==> src/rtl/crc8_pkg.sv <==
package crc8_pkg;

    localparam int          CRC_W      = 8;
    localparam logic [7:0]  CRC_POLY   = 8'h07;
    localparam logic [7:0]  CRC_SEED   = 8'h00;

    localparam int          LANE_W     = 8;
    localparam int          LANES      = 2;
    localparam int          BUS_W      = LANE_W * LANES;

    localparam int          DATA_LANE  = 0;
    localparam int          CTRL_LANE  = 1;

    localparam int          RIN_BIT    = 0;
    localparam int          ROUT_BIT   = 1;
    localparam int          RESTART_BIT = 2;

    typedef struct packed {
        logic refl_out;
        logic refl_in;
    } crc_opts_t;

    typedef struct packed {
        logic              restart;
        logic              load;
        logic [CRC_W-1:0]  byte_in;
    } crc_cmd_t;

    function automatic logic [CRC_W-1:0] bit_rev(input logic [CRC_W-1:0] v);
        logic [CRC_W-1:0] r;
        for (int i = 0; i < CRC_W; i++) r[i] = v[CRC_W-1-i];
        return r;
    endfunction

    // Image of a lone 1 at position j of (state ^ byte) after one whole byte.
    function automatic logic [CRC_W-1:0] fold_column(input int j);
        logic [CRC_W-1:0] s;
        logic             top;
        s = '0;
        s[j] = 1'b1;
        for (int k = 0; k < CRC_W; k++) begin
            top = s[CRC_W-1];
            s   = {s[CRC_W-2:0], 1'b0} ^ (top ? CRC_POLY : '0);
        end
        return s;
    endfunction

    // Which bits of (state ^ byte) feed result bit b.
    function automatic logic [CRC_W-1:0] fold_row(input int b);
        logic [CRC_W-1:0] m;
        logic [CRC_W-1:0] c;
        for (int j = 0; j < CRC_W; j++) begin
            c    = fold_column(j);
            m[j] = c[b];
        end
        return m;
    endfunction

endpackage

==> src/rtl/crc8_opts_reg.sv <==
module crc8_opts_reg
    import crc8_pkg::*;
(
    input  logic              clk,
    input  logic              rst,
    input  logic              ctrl_we,
    input  logic [LANE_W-1:0] ctrl_byte,
    output crc_opts_t         opts,
    output logic              restart_req
);

    crc_opts_t opts_q;

    always_ff @(posedge clk) begin
        if (rst) begin
            opts_q <= '0;
        end else if (ctrl_we) begin
            opts_q.refl_in  <= ctrl_byte[RIN_BIT];
            opts_q.refl_out <= ctrl_byte[ROUT_BIT];
        end
    end

    assign opts        = opts_q;
    assign restart_req = ctrl_we & ctrl_byte[RESTART_BIT];


    opts_reset_chk: assert property (@(posedge clk)
        $past(rst) && !rst |-> opts_q == '0);


    opts_hold_chk: assert property (@(posedge clk) disable iff (rst)
        !ctrl_we |=> $stable(opts_q));

endmodule

==> src/rtl/crc8_engine.sv <==
module crc8_engine
    import crc8_pkg::*;
(
    input  logic              clk,
    input  logic              rst,
    input  crc_cmd_t          cmd,
    input  logic              refl_in,
    output logic [CRC_W-1:0]  crc_q
);

    logic [CRC_W-1:0] ordered;
    logic [CRC_W-1:0] mixed;
    logic [CRC_W-1:0] folded;
    logic [CRC_W-1:0] state_q;

    for (genvar i = 0; i < CRC_W; i++) begin : g_order
        assign ordered[i] = refl_in ? cmd.byte_in[CRC_W-1-i] : cmd.byte_in[i];
    end

    assign mixed = state_q ^ ordered;

    for (genvar b = 0; b < CRC_W; b++) begin : g_fold
        localparam logic [CRC_W-1:0] ROW = fold_row(b);
        assign folded[b] = ^(mixed & ROW);
    end

    always_ff @(posedge clk) begin
        if (rst) begin
            state_q <= CRC_SEED;
        end else if (cmd.restart) begin
            state_q <= CRC_SEED;
        end else if (cmd.load) begin
            state_q <= folded;
        end
    end

    assign crc_q = state_q;


    restart_clear_chk: assert property (@(posedge clk) disable iff (rst)
        cmd.restart |=> state_q == CRC_SEED);


    state_hold_chk: assert property (@(posedge clk) disable iff (rst)
        !cmd.restart && !cmd.load |=> $stable(state_q));

endmodule

==> src/rtl/crc8_present.sv <==
module crc8_present
    import crc8_pkg::*;
(
    input  logic [CRC_W-1:0] crc_in,
    input  logic             refl_out,
    output logic [CRC_W-1:0] crc_out
);

    always_comb begin
        crc_out = refl_out ? bit_rev(crc_in) : crc_in;
    end


    always_comb begin
        present_weight_chk: assert ($countones(crc_out) == $countones(crc_in));
    end

endmodule

==> src/rtl/crc8_periph.sv <==
module crc8_periph
    import crc8_pkg::*;
(
    input  logic             clk,
    input  logic             rst,
    input  logic             wr_en,
    input  logic [1:0]       wr_be,
    input  logic [15:0]      wr_data,
    output logic [15:0]      rd_data
);

    localparam int PAD_W = LANE_W - 3;

    logic              data_we;
    logic              ctrl_we;
    crc_opts_t         opts;
    logic              restart_req;
    crc_cmd_t          cmd;
    logic [CRC_W-1:0]  crc_state;
    logic [CRC_W-1:0]  crc_shown;

    assign data_we = wr_en & wr_be[DATA_LANE];
    assign ctrl_we = wr_en & wr_be[CTRL_LANE];

    crc8_opts_reg u_opts (
        .clk         (clk),
        .rst         (rst),
        .ctrl_we     (ctrl_we),
        .ctrl_byte   (wr_data[CTRL_LANE*LANE_W +: LANE_W]),
        .opts        (opts),
        .restart_req (restart_req)
    );

    always_comb begin
        cmd.restart = restart_req;
        cmd.load    = data_we & ~restart_req;
        cmd.byte_in = wr_data[DATA_LANE*LANE_W +: LANE_W];
    end

    crc8_engine u_engine (
        .clk     (clk),
        .rst     (rst),
        .cmd     (cmd),
        .refl_in (opts.refl_in),
        .crc_q   (crc_state)
    );

    crc8_present u_present (
        .crc_in   (crc_state),
        .refl_out (opts.refl_out),
        .crc_out  (crc_shown)
    );

    assign rd_data = {{PAD_W{1'b0}}, 1'b0, opts.refl_out, opts.refl_in, crc_shown};


    ctrl_only_keeps_crc_chk: assert property (@(posedge clk) disable iff (rst)
        wr_en && wr_be == 2'b10 && !wr_data[LANE_W + RESTART_BIT] |=> $stable(crc_state));


    always_comb begin
        rd_pad_chk: assert (rst || rd_data[15:10] == '0);
    end

endmodule

==> config.mk <==
export PLATFORM = sky130hd
export DESIGN_NAME = crc8_periph
export DESIGN_NICKNAME = d
export VERILOG_FILES = /design/src/rtl/crc8_pkg.sv /design/src/rtl/crc8_opts_reg.sv /design/src/rtl/crc8_engine.sv /design/src/rtl/crc8_present.sv /design/src/rtl/crc8_periph.sv
export SDC_FILE = /design/constraint.sdc
export NUM_CORES = 1
export LEC_CHECK = 0
export CAP_MARGIN = 25
export CORE_ASPECT_RATIO = 1.25
export CORE_UTILIZATION = 43
export DETAILED_ROUTE_END_ITERATION = 8
export PLACE_DENSITY = 0.81
export SETUP_SLACK_MARGIN = 0.02
export SKIP_CTS_REPAIR_TIMING = 1
export SLEW_MARGIN = 20
export SYNTH_ARGS = -nofsm -noshare
export SYNTH_HDL_FRONTEND = slang
export SYNTH_SLANG_ARGS = --single-unit
==> constraint.sdc <==
create_clock -name clk -period 3.3 [get_ports clk]
set_input_delay 0.99 -clock clk [delete_from_list [all_inputs] [get_ports clk]]
set_output_delay 0.99 -clock clk [all_outputs]
set_load 0.05 [all_outputs]
-- Word level (Yosys, flattened, before mapping)
Index checks and enable logic that the tools add are counted.
Widths: inputs -> output; s select.
- bits of input ports: 21
- register bits: 10
- output and inout port bits: 16
- word-level logic and storage cells: 27
- reduce and logical (&&, ||, !) cells: 9
- mux-type cells: 9
- bitwise operators: 6
- operator list (kind ; count):
    $reduce_xor 8->1 ; 8
    $mux 1 ; 8
    $mux 8 ; 1
    $xor 8x8->8 ; 1
    $and 1x1->1 ; 4
    $reduce_or 2->1 ; 1
    $not 1->1 ; 1

-- Logic depth before layout (Yosys ltp)
Gate-level depths: netlist (run 1).
- word-level depth: 4
- gate-level depth with buffers: 6
- mapped depth without buffers: 5

-- By module
A second synthesis (run 1) with hierarchy kept.
- cell total of the unflattened synthesis: 90
- area, all modules: 938.4 µm²
- modules (own cells, without submodules) (module ; sequential area each (µm²) ; times used ; area an instance (µm²) ; cells an instance):
    crc8_engine ; 160.2 ; 1 ; 668.1 ; 65
    crc8_present ; 0.0 ; 1 ; 131.4 ; 9
    crc8_opts_reg ; 40.0 ; 1 ; 75.1 ; 7
    crc8_periph ; 0.0 ; 1 ; 63.8 ; 9

-- Worst setup path after synthesis (run 1)
OpenSTA, ideal clock, no wires.
- kind: input to register
- from: in wr_data[1]
- to: reg u_engine.state_q[1], in the netlist u_engine.crc_q[1]
- buffers on the path: 0
- setup slack: 1.027 ns
- cell stages on the path: 5
- required time: 3.230 ns
- library setup time: 0.070 ns
- arrival time: 2.202 ns
- cell sequence: mux2i_1 -> xnor2_2 -> xnor3_1 -> or3_1 -> a21boi_1
- word-level cells in the longest chain between the ends: 3
- elaborated cells on any way between the ends: 4
- classes of those cells: mux (2); bitwise (1); reduce/logical (1)
- RTL lines (element ; RTL line ; RTL):
    from (decl) ; crc8_periph.sv:8 ; input logic [15:0] wr_data,
    $mux 1 ; crc8_engine.sv:17 ; assign ordered[i] = refl_in ? cmd.byte_in[CRC_W-1-i] : cmd.byte_in[i];
    $xor 8x8->8 (*) ; crc8_engine.sv:20 ; assign mixed = state_q ^ ordered;
    $reduce_xor 8->1 (*) ; crc8_engine.sv:24 ; assign folded[b] = ^(mixed & ROW);
    to (signal assigned) ; crc8_engine.sv:33 ; state_q <= folded;
    to (decl) ; crc8_engine.sv:14 ; logic [CRC_W-1:0] state_q;
Mark *: on every way between the ends. The rest lies on a longest branch, timed or not.
A chain may end at the register's enable or synchronous reset.

-- Worst setup path in the final report (run 1)
- from: reg, netlist name u_opts.opts[1]
- to: out rd_data[0]
- word-level cells in the longest chain between the ends: 1
- RTL lines (element ; RTL line ; RTL):
    $mux 8 ; crc8_present.sv:10 ; crc_out = refl_out ? bit_rev(crc_in) : crc_in;
    to (decl) ; crc8_periph.sv:9 ; output logic [15:0] rd_data
Every way passes these cells.

==> results of run 1 <==
==> area by class of cell <==
| class | count | area [um2] |
|---|---|---|
| Fill cell | 153 | 698 |
| Timing Repair Buffer | 26 | 258 |
| Tap cell | 19 | 23.8 |
| Multi-Input combinational cell | 77 | 613 |
| Sequential cell | 10 | 200 |
| Clock buffer | 4 | 36.3 |
==> power by group <==
group / internal, mW / switching [mW] / total, mW
Clock: 0.0671 / 0.0487 / 0.116
Combinational: 0.110 / 0.126 / 0.235
Sequential: 0.130 / 0.0139 / 0.144
Total: 0.307 / 0.188 / 0.496
==> how the worst max path moves through the flow <==
stage / to / cells past startpoint / startpoint
6_report: rd_data[0] / 2 / u_opts.opts[1]
5_1_grt: rd_data[0] / 2 / u_opts.opts[1]
4_1_cts: rd_data[0] / 2 / u_opts.opts[1]
3_5_place_dp: u_engine.crc_q[1] / 6 / wr_data[1]
3_3_place_gp: u_engine.crc_q[1] / 6 / wr_data[1]
2_1_floorplan: u_engine.crc_q[1] / 5 / wr_data[1]
==> worst max-delay path, cell delays in order, from the launching register on <==
cell             delay, ns
dfxtp_1               0.58
mux2_2                0.39
clkdlybuf4s50_1       0.71
==> kinds of logic after synthesis <==
group | Yosys count | share of synthesized area
other cells | 1 | 0.00429
mux | 16 | 0.209
compound gates | 14 | 0.0874
buf+inv | 11 | 0.0903
simple gates | 17 | 0.0903
flops | 10 | 0.229
xor+xnor | 24 | 0.289
==> metal layers <==
| metal | share of wire | track usage | vias to the layer above |
|---|---|---|---|
| li1 | - | - | 349 |
| met1 | 0.43 | 0.196 | 328 |
| met2 | 0.50 | 0.295 | 21 |
| met3 | 0.029 | 0.0172 | 8 |
| met4 | 0.038 | 0.135 | 0 |
| met5 | 0 | 0 | - |
==> registers in the layout, summed over array words and instances, names as in the netlist <==
name	cells
u_engine.crc_q	8
u_opts.opts	2
==> cell usage in the layout (no fill, tap or decap), drive strengths merged, types with 2 or more instances in the layout <==
master and n:
dfxtp 10, nand2 9, nand3 4, and2 3, conb 6, xor2 5
xnor2 17, a21oi 5, o21ai 6, mux2 8, a21boi 2, clkbuf 4
xnor3 2, mux2i 8, clkdlybuf4s50 25
==> results.yml, run 1 <==
grt:
  grt_pass1_wl_um: 2880
  antenna_found_initial: 0
  grt-ovfl-total: 0
  grt_max_degree: 11
  grt_pass1_vias: 685
  grt_util_all_layers: 0.173
flow_run:
  cap_violations: 0
logic_synthesis:
  ys.flop_type: "dfxtp_1"
  async_flop_share: 0
  yosysSeqAreaShare: 0.229
  synth_top_area_share: 0.229
  synth_seq_cells: 10
  synth_top_area_cell: "dfxtp_1"
  ys_types: 23
  syn-cell-area_um2: 873
  synth_edf_count: 0
  postSynthAreaPerCell_um2: 9.39
  synthTopCellsByCount: "xnor2_1, dfxtp_1, nand2_1, buf_4, mux2_2"
  yosysMostFrequentCell: "xnor2_1"
  yosysWarnings: 0
  syn_inst: 93
  synth_area_leaders: "dfxtp_1, xnor2_1, mux2_2"
min_path:
  hold_path_class: "flop to flop"
  min_path_cells: 2
  hold_path.startpoint: "u_engine.crc_q[0]"
  hold_end: "u_engine.crc_q[0]"
setup_path:
  r2r_cells: 6
  worstPathMaxFanout: 10
  r2r_slack_ns: 1.33
  cp.arrival_ns: 1.95
  regToRegEndpoint: "u_engine.crc_q[1]"
  startpoint_type: "flop"
  timing.rr.start: "u_opts.opts[0]"
  cp.required_ns: 2.31
  endpoint_kind: "output port"
  path_class: "flop to output port"
layout:
  nNetsFinal: 139
  diodes: 0
  final_cell_area_um2: 1130
  synthToLayoutAreaGrowth_pct: 29.5
  drive_above_1_share: 0.137
  final_cell_count_no_fill: 136
  fin_util: 0.618
floorplan:
  io_pins: 37
  dieArea_um2: 2220
  dieWidth_um: 42.3
  std_cell_rows: 17
  start_util: 0.477
  die_height_um: 52.4
  coreArea_um2: 1830
sta:
  period_minus_slack_ns: 2.94
  drv_slew: 0
  tightest_slew_ns: 0.610
  finalWorstSetupSlack_ns: 0.359
  maxSlewHeadroom: 0.592
  hold_viol_final: 0
  post-route-period-util: 0.891
  fin_setup_tns_ns: 0
  fin_skew_ns: 0.0100
  max_freq_mhz: 340
  rsz0062_at_grt: "false"
  setup_viol: 0
  holdWs_ns: 0.527
cts:
  clk_path_buf_depth: 2
  cts_buffers: 3
  clkSinkCount: 10
  root_buffer: "clkbuf_4"
  h-tree-depth: 1
  cts_tree: "yes"
  path_clk_slew_ns: 0.08
  worstSkewPairLatency_ns: 0.28
placed_design:
  dp_slack_ns: 0.500
  place_congestion: 0.850
  io_buffers: 25
  placed_cell_area_um2: 1090
  dp.cells: 132
  dp_hpwl_um: 1360
power:
  ir_worst_vdd_v: 0.000228
  leakage_nw: 0.422
  finalPower_uw: 496
  powerDensity_nw_per_um2: 438
detailed_routing:
  drc: 0
  wl_um: 1750
  first_pass_iters: 5
  vias: 706
  antenna_left: 0
  wl_per_cell_um: 12.9
  viasPerCell: 5.19
  drtIter0Drc: 21
outcome:
  status: "completed"
(Power assumes the default switching activity.)
==> inputs of run 2 (changes only) <==
--- a/config.mk
+++ b/config.mk
@@ -5,11 +5,11 @@
 export SDC_FILE = /design/constraint.sdc
 export NUM_CORES = 1
 export LEC_CHECK = 0
-export CAP_MARGIN = 25
+export CAP_MARGIN = 20
 export CORE_ASPECT_RATIO = 1.25
-export CORE_UTILIZATION = 43
+export CORE_UTILIZATION = 42
 export DETAILED_ROUTE_END_ITERATION = 8
-export PLACE_DENSITY = 0.81
+export PLACE_DENSITY = 0.79
 export SETUP_SLACK_MARGIN = 0.02
 export SKIP_CTS_REPAIR_TIMING = 1
 export SLEW_MARGIN = 20
==> constraint.sdc (replaced) <==
create_clock -name clk -period 3 [get_ports clk]
set_input_delay 0.9 -clock clk [delete_from_list [all_inputs] [get_ports clk]]
set_output_delay 0.9 -clock clk [all_outputs]
set_load 0.05 [all_outputs]
==> results.yml, run 2 (synthesized netlist as in run 1, its figures left out) <==
outcome:
  status: "completed"
layout:
  nNetsFinal: 139
  nFillCells: 175
  synthToLayoutAreaGrowth_pct: 29.7
  diodes: 0
  largest_reg_flops: 8
  final_cell_mix: "clkdlybuf4s50_1, xnor2_1, dfxtp_1"
  fin_util: 0.578
  final_common_cell: "clkdlybuf4s50_1"
  drive_above_1_share: 0.137
floorplan:
  coreArea_um2: 1960
  io_pins: 37
  dieWidth_um: 42.8
  std_cell_rows: 18
  die_height_um: 53.0
  start_util: 0.446
  dieArea_um2: 2270
grt:
  grt_max_degree: 11
  grt_pass1_vias: 666
  antenna_found_initial: 0
  grt_pass1_wl_um: 2740
  grt_util_all_layers: 0.165
  grt-ovfl-total: 0
sta:
  period_minus_slack_ns: 2.86
  maxSlewHeadroom: 0.553
  drv_slew: 0
  tightest_slew_ns: 0.667
  fin_skew_ns: 0.00512
  post-route-period-util: 0.952
  fin_setup_tns_ns: 0
  setup_viol: 0
  max_freq_mhz: 350
  hold_viol_final: 0
  rsz0062_at_grt: "false"
placed_design:
  dp_hpwl_um: 1390
  io_buffers: 25
  place_congestion: 0.800
power:
  ir_worst_vdd_v: 0.000294
  powerDensity_nw_per_um2: 476
  leakage_nw: 0.422
setup_path:
  worstPathMaxFanout: 10
  endpoint_kind: "output port"
  cp.arrival_ns: 1.96
  startpoint_type: "flop"
  path_class: "flop to output port"
  cp.required_ns: 2.10
detailed_routing:
  antenna_left: 0
  drtIter0Drc: 13
  first_pass_iters: 4
  drc: 0
  wl_um: 1750
  vias: 715
  viasPerCell: 5.22
  wl_per_cell_um: 12.7
min_path:
  hold_path_class: "flop to flop"
cts:
  clk_path_buf_depth: 2
  cts_buffers: 3
  path_clk_slew_ns: 0.06
  h-tree-depth: 1
  worstSkewPairLatency_ns: 0.27
  root_buffer: "clkbuf_4"
  cts_tree: "yes"
  clkSinkCount: 10
flow_run:
  cap_violations: 0
run 2: power by group:
part / switching [mW] / internal (mW) / total, mW
Combinational: 0.135 / 0.121 / 0.256
Clock: 0.0505 / 0.0738 / 0.124
Sequential: 0.0149 / 0.143 / 0.158
Total: 0.201 / 0.338 / 0.539
run 2: worst paths after layout:
path | from | to | slack, ns | cells after the start
min | u_engine.crc_q[6] | u_engine.crc_q[6] | 0.53 | 2
max reg2reg | u_opts.opts[0] | u_engine.crc_q[1] | 1.01 | 6
max | u_opts.opts[1] | rd_data[3] | 0.14 | 2
min reg2reg | u_engine.crc_q[6] | u_engine.crc_q[6] | 0.53 | 2
run 2: area by class of cell:
cell class / instances / area [um2] / share of cell area
sequential: 10 / 200 / 0.177
tap: 20 / 25.0 / 0.0221
multi-input combinational: 77 / 613 / 0.541
timing repair buffer: 26 / 258 / 0.228
clock buffer: 4 / 36.3 / 0.0320
run 2: per-layer routing:
layer	track usage	vias to the layer above	routed length, um
met3	0.0341	5	94
li1	-	349	-
met4	0.0781	0	33
met2	0.318	23	926
met1	0.166	338	692
met5	0	-	0
run 2: metrics by stage:
stage	hold WS [ns]	setup slack [ns]	cell area (um2)	total power [mW]	std cells
finish	0.532	0.143	1130	0.539	137
global route	0.563	0.0589	1130	0.567	137
CTS	0.530	0.125	1130	0.542	137
detailed placement	0.523	0.267	1100	0.418	133
global placement	0.512	0.322	1100	0.413	133
floorplan	0.489	0.817	892	0.361	98
run 2: worst max-delay path: stages (launching register included):
cell and delay (ns):
dfxtp_1 0.59, mux2_2 0.39, clkdlybuf4s50_1 0.70
==> inputs of run 3 (changes only) <==
--- a/config.mk
+++ b/config.mk
@@ -5,6 +5,7 @@
 export SDC_FILE = /design/constraint.sdc
 export NUM_CORES = 1
 export LEC_CHECK = 0
+export ABC_CLOCK_PERIOD_IN_PS = 3000
 export CAP_MARGIN = 20
 export CORE_ASPECT_RATIO = 1.25
 export CORE_UTILIZATION = 42
==> results of run 3 <==
Final layout, timing and power as in run 2 (identical DEF).
